[src/rtl/evt_counter_pkg.sv]
package evt_counter_pkg;

    localparam int SYNC_STAGES = 2;
    localparam int PASS_TICKS  = 2;
    localparam int PASS_W      = $clog2(PASS_TICKS + 1);

    typedef enum logic {
        SRC_INTERNAL = 1'b0,
        SRC_EVENT    = 1'b1
    } src_e;

    typedef enum logic {
        EDGE_FALL = 1'b0,
        EDGE_RISE = 1'b1
    } edge_e;

    typedef struct packed {
        src_e  src;
        edge_e edge_sel;
        logic  filt_en;
        logic  run;
    } ctrl_t;

    function automatic logic pick_edge(edge_e sel, logic cur, logic prev);
        return (sel == EDGE_RISE) ? (cur & ~prev) : (~cur & prev);
    endfunction

    function automatic logic pick_step(src_e src, logic int_tick, logic ev_step);
        return (src == SRC_EVENT) ? ev_step : int_tick;
    endfunction

endpackage

[src/rtl/evt_sync.sv]
module evt_sync #(
    parameter int STAGES = 2
) (
    input  logic clk,
    input  logic rst,
    input  logic d_i,
    output logic q_o
);
    logic [STAGES-1:0] chain_q;

    generate
        if (STAGES == 1) begin : g_one
            always_ff @(posedge clk) begin
                if (rst) chain_q <= '0;
                else     chain_q <= d_i;
            end
        end else begin : g_many
            always_ff @(posedge clk) begin
                if (rst) chain_q <= '0;
                else     chain_q <= {chain_q[STAGES-2:0], d_i};
            end
        end
    endgenerate

    assign q_o = chain_q[STAGES-1];
endmodule

[src/rtl/evt_glitch_filter.sv]
module evt_glitch_filter
    import evt_counter_pkg::*;
(
    input  logic clk,
    input  logic rst,
    input  logic en_i,
    input  logic ref_tick_i,
    input  logic sync_i,
    output logic lvl_o
);
    logic              acc_q;
    logic [PASS_W-1:0] seen_q;

    always_ff @(posedge clk) begin
        if (rst) begin
            acc_q  <= 1'b0;
            seen_q <= '0;
        end else if (!en_i) begin
            acc_q  <= sync_i;
            seen_q <= '0;
        end else if (sync_i == acc_q) begin
            seen_q <= '0;
        end else if (ref_tick_i) begin
            if (seen_q == PASS_W'(PASS_TICKS - 1)) begin
                acc_q  <= sync_i;
                seen_q <= '0;
            end else begin
                seen_q <= seen_q + 1'b1;
            end
        end
    end

    assign lvl_o = en_i ? acc_q : sync_i;

    assert_acc_hold_R7: assert property (@(posedge clk) disable iff (rst)
        (en_i && !ref_tick_i) |=> $stable(acc_q));

    assert_pending_drop_R7: assert property (@(posedge clk) disable iff (rst)
        (en_i && (sync_i == acc_q)) |=> (seen_q == '0));

    assert_accept_on_tick_R8: assert property (@(posedge clk) disable iff (rst)
        (en_i && $past(en_i) && (acc_q != $past(acc_q))) |-> $past(ref_tick_i));
endmodule

[src/rtl/evt_edge_sel.sv]
module evt_edge_sel
    import evt_counter_pkg::*;
(
    input  logic  clk,
    input  logic  rst,
    input  edge_e edge_sel_i,
    input  logic  lvl_i,
    output logic  step_o
);
    logic prev_q;

    always_ff @(posedge clk) begin
        if (rst) prev_q <= 1'b0;
        else     prev_q <= lvl_i;
    end

    assign step_o = pick_edge(edge_sel_i, lvl_i, prev_q);

    assert_one_cycle_step_R5: assert property (@(posedge clk) disable iff (rst)
        step_o |=> !step_o);
endmodule

[src/rtl/evt_down_counter.sv]
module evt_down_counter #(
    parameter int CNT_W = 16
) (
    input  logic             clk,
    input  logic             rst,
    input  logic             run_i,
    input  logic             step_i,
    input  logic             load_i,
    input  logic [CNT_W-1:0] reload_i,
    output logic [CNT_W-1:0] count_o,
    output logic             uf_o
);
    logic [CNT_W-1:0] count_q;
    logic             uf_q;
    logic             adv;
    logic             at_end;

    assign adv    = run_i & step_i & ~load_i;
    assign at_end = (count_q <= CNT_W'(1));

    always_ff @(posedge clk) begin
        if (rst) begin
            count_q <= '0;
            uf_q    <= 1'b0;
        end else begin
            uf_q <= 1'b0;
            if (load_i) begin
                count_q <= reload_i;
            end else if (adv) begin
                if (at_end) begin
                    count_q <= reload_i;
                    uf_q    <= 1'b1;
                end else begin
                    count_q <= count_q - 1'b1;
                end
            end
        end
    end

    assign count_o = count_q;
    assign uf_o    = uf_q;

    assert_load_R2: assert property (@(posedge clk) disable iff (rst)
        load_i |=> (count_q == $past(reload_i)));

    assert_hold_stopped_R6: assert property (@(posedge clk) disable iff (rst)
        (!run_i && !load_i) |=> $stable(count_q));

    assert_dec_one_R4: assert property (@(posedge clk) disable iff (rst)
        (run_i && step_i && !load_i && count_q > CNT_W'(1)) |=> (count_q == $past(count_q) - 1'b1));

    assert_uf_reload_R9: assert property (@(posedge clk) disable iff (rst)
        uf_q |-> (count_q == $past(reload_i)));
endmodule

[src/rtl/evt_counter_top.sv]
module evt_counter_top
    import evt_counter_pkg::*;
#(
    parameter int CNT_W = 16
) (
    input  logic             clk,
    input  logic             rst,
    input  logic             ref_tick_i,
    input  logic             int_tick_i,
    input  logic             ev_pin_i,
    input  logic             mode_i,
    input  logic             pol_i,
    input  logic             filt_en_i,
    input  logic             run_i,
    input  logic             load_i,
    input  logic [CNT_W-1:0] reload_i,
    output logic [CNT_W-1:0] count_o,
    output logic             uf_o
);
    ctrl_t ctrl;
    logic  pin_sync;
    logic  pin_lvl;
    logic  ev_step;
    logic  step;

    assign ctrl.src      = src_e'(mode_i);
    assign ctrl.edge_sel = edge_e'(pol_i);
    assign ctrl.filt_en  = filt_en_i;
    assign ctrl.run      = run_i;

    evt_sync #(.STAGES(SYNC_STAGES)) u_sync (
        .clk (clk),
        .rst (rst),
        .d_i (ev_pin_i),
        .q_o (pin_sync)
    );

    evt_glitch_filter u_filt (
        .clk        (clk),
        .rst        (rst),
        .en_i       ((ctrl.src == SRC_EVENT) && ctrl.filt_en),
        .ref_tick_i (ref_tick_i),
        .sync_i     (pin_sync),
        .lvl_o      (pin_lvl)
    );

    evt_edge_sel u_edge (
        .clk        (clk),
        .rst        (rst),
        .edge_sel_i (ctrl.edge_sel),
        .lvl_i      (pin_lvl),
        .step_o     (ev_step)
    );

    assign step = pick_step(ctrl.src, int_tick_i, ev_step);

    evt_down_counter #(.CNT_W(CNT_W)) u_cnt (
        .clk      (clk),
        .rst      (rst),
        .run_i    (ctrl.run),
        .step_i   (step),
        .load_i   (load_i),
        .reload_i (reload_i),
        .count_o  (count_o),
        .uf_o     (uf_o)
    );

    assert_internal_ignores_pin_R3: assert property (@(posedge clk) disable iff (rst)
        (!mode_i && !int_tick_i && !load_i) |=> $stable(count_o));

    assert_event_ignores_tick_R4: assert property (@(posedge clk) disable iff (rst)
        (mode_i && !ev_step && !load_i) |=> $stable(count_o));
endmodule

[config.mk]
export PLATFORM = sky130hd
export DESIGN_NAME = evt_counter_top
export DESIGN_NICKNAME = d
export VERILOG_FILES = /design/src/rtl/evt_counter_pkg.sv /design/src/rtl/evt_sync.sv /design/src/rtl/evt_glitch_filter.sv /design/src/rtl/evt_edge_sel.sv /design/src/rtl/evt_down_counter.sv /design/src/rtl/evt_counter_top.sv
export SDC_FILE = /design/constraint.sdc
export NUM_CORES = 1
export LEC_CHECK = 0
export BUFFER_PORTS_ARGS = -buffer_cell sky130_fd_sc_hd__buf_2
export CAP_MARGIN = 40
export CORE_ASPECT_RATIO = 1.75
export CORE_MARGIN = 2
export CORE_UTILIZATION = 41
export DETAILED_ROUTE_END_ITERATION = 8
export GPL_TIMING_DRIVEN = 0
export HOLD_SLACK_MARGIN = 0.06
export PLACE_DENSITY = 0.69
export SYNTH_ARGS = -nofsm -noshare
export SYNTH_HDL_FRONTEND = slang
export SYNTH_HIERARCHICAL = 1
export SYNTH_SLANG_ARGS = --single-unit
[constraint.sdc]
create_clock -name clk -period 2.6 [get_ports clk]
set_input_delay 0.13 -clock clk [delete_from_list [all_inputs] [get_ports clk]]
set_output_delay 0.13 -clock clk [all_outputs]
set_load 0.02 [all_outputs]
==> run summary <==
WP data arrival: 2530 ps
synth warn: 6
Min Clock Period, post-route: 2360 ps
ys flop type: dfxtp_1
All-Layer GR Usage: 20.9%
Setup CP Type: register to register
pin count of the biggest net entering global routing: 14
CP max stage delay: 340 ps
DIE WIDTH: 49.3 µm
initial core utilization: 43.3%
status: completed
WP buf/inv: 0
first-pass GRT wire length: 6830 µm
LEAKAGE: 0.000751 µW
worst path required time: 2770 ps
final non-filler cell total: 271
post-synth top area share: 31.3%
Boundary Pins: 43
port bufs: 42
Fill cells: 358
Clk pin slew, worst setup/hold paths: 90 ps
grt total ovfl: 0
die area: 4100 µm²
Vias: 1568
CP Capture Type: register
count leader, synth: dfxtp_1
FF-to-FF setup slack: 240 ps
RSZ-0062 raised after global routing: no
H-tree levels: 1
clock tree buffer depth: 2
Slew HR: 60.8%
CP Cell Sequence: mux2_2, nand2_1, o22ai_2, mux2_4, nand2_1, nand2_1, and3_1, a32oi_1, o32ai_1
Setup violations, final: 0
Core Area: 3400 µm²
leading area contributor after synthesis: dfxtp_1
Cell Area, Synth: 1470 µm²
Slew Limit Fails: 0
nets@finish: 255
r2r worst-path depth: 9
Synth-to-Final Area Change: 22.7%
hold crit path type: primary input to register
share of cells above drive strength 1: 30.1%
FFs w/ async S/R, synth: 0%
Slowest cell on crit path: dfxtp_1
routability cong.: 0.848
post-route setup TNS: 0 ps
Cells after Synth: 178
vias in the first global route: 1450
CP startpoint kind: register
max-cap check violation count: 0
Worst Hold Launch: reload_i[5]
synthesized net count: 206
TritonCTS clock tree: yes
initial antenna violation count: 0
WL per Instance: 15.1 µm
# diodes: 0
Rows: 28
number of flops mapped to enable cells by yosys: 0
top cells by area, synth: dfxtp_1 31%, nand2_1 5.1%, nor4_4 4.3%, nand4_1 3.4%, a21oi_1 3.1%
power density over cell area: 521 nW/µm²
worst-margin pin slew: 586 ps
Post-synth top cells: 23 x dfxtp_1, 20 x nand2_1, 10 x nor2_1
flops & latches, synth: 23
worst-path fanout max: 10
Final Hold Fails: 0
clock sink total: 23
Die Y: 83.2 µm
clock buffer count from CTS: 3
mean area per synthesized cell: 8.26 µm²
dpl hpwl: 3120 µm
reg2reg start: u_sync/chain_q[1]
final period utilization: 90.8%
CP delay by family, top: simple AND/OR/NAND/NOR gates
placed insts: 265
WHS Endpoint: u_cnt/count_o[5]
CTS root buf: clkbuf_8
1st-pass router iterations: 4
post-route ant nets: 0
final wirelength: 4100 µm
Initial DRC Count: 54
residual DRC count: 0
hold path cells: 2
VDD IR max: 0.000376 V
Distinct cells, synth: 50
drt via density: 5.79
Max Clk Rate: 424 MHz
clk_lat worst skew: 270 ps
Top cell by count, worst path: nand2_1
clk_skew: 8.12 ps
RR Endpoint: u_cnt/count_o[14]
post-synthesis sequential area ratio: 31.3%
## worst max-delay path by stage
| stage | from | to | cells past startpoint | slack (ps) |
|---|---|---|---|---|
| finish | u_sync/chain_q[1] | u_cnt/count_o[14] | 9 | 240 |
| global placement | mode_i | u_cnt/count_o[14] | 12 | 60 |
| global route | u_sync/chain_q[1] | u_cnt/count_o[14] | 9 | 90 |
| CTS | u_sync/chain_q[1] | u_cnt/count_o[14] | 10 | 190 |
| floorplan | mode_i | u_cnt/count_o[14] | 11 | 410 |
| detailed placement | mode_i | u_cnt/count_o[14] | 12 | 40 |
## metrics by stage
stage          setup slack, ps  cell area, µm²  hold WS [ps]  power (µW)  utilization [%]
2_1_floorplan              412            1470           199         618                -
4_1_cts                    190            1800          68.5         945             53.1
3_5_place_dp              42.6            1740           339         710             51.1
5_1_grt                   88.4            1800          68.0         991             53.1
3_3_place_gp              62.8            1740           341         708             51.1
6_report                   240            1800          70.4         939             53.1
## per-layer routing
metal	up-vias	track usage (%)	routed length (µm)
met5	-	0	0
met1	738	24.0	1580
met4	0	8.05	56
met3	5	2.16	193
met2	46	38.2	2270
li1	779	-	-
## cell families (layout without fill, tap and decap cells)
logic type,count (synthesis),in the layout,synth area share (%)
xor gates and xnor gates,2,2,1.19
AOI/OAI and AO/OA,47,47,22.6
buffers and inverters,13,61,4.34
adders and majority gates,2,2,1.70
and+or+nand+nor,88,88,36.3
DFF,23,23,31.3
muxes,3,3,2.55
## area by class of cell
class / instances / area [µm²] / area share (%)
Sequential cell: 23 / 460 / 25.5
Multi-Input combinational cell: 142 / 946 / 52.4
Timing Repair Buffer: 44 / 230 / 12.8
Clock inverter: 1 / 5.00 / 0.277
Tap cell: 45 / 56.3 / 3.12
Buffer: 7 / 42.5 / 2.36
Clock buffer: 3 / 41.3 / 2.29
Inverter: 6 / 22.5 / 1.25
## report_power, final
part           internal, µW  switching [µW]  total [µW]
Combinational           115             179         294
Clock                   107             125         232
Sequential              375            37.4         413
Total                   598             341         939
## placed cells by master (no fill, tap or decap), types with 6 or more instances in the layout
cell type | netlist | final
inv_1 | 6 | 6
a21oi_1 | 9 | 9
dfxtp_1 | 23 | 23
buf_2 | 3 | 45
a31oi_1 | 7 | 7
o21ai_0 | 9 | 9
nand4_1 | 8 | 8
nor2_1 | 10 | 10
nand2_1 | 20 | 20
nor3_1 | 7 | 7
nand3_1 | 9 | 9
## repair_timing
item,CTS,global route
setup endpoints to repair,0,2
endpoints found under the hold margin,2,0
resized for setup,0,2
hold buffers,2,0
setup buffers,0,0
## flip-flops by register name (all words and copies together), names as in the netlist
name / flops
u_cnt/count_o: 16
u_filt/seen_q: 2
u_sync/chain_q: 2
u_cnt/uf_o: 1
u_edge/prev_q: 1
u_filt/acc_q: 1
No activity file was read; power rests on OpenSTA's default activity.
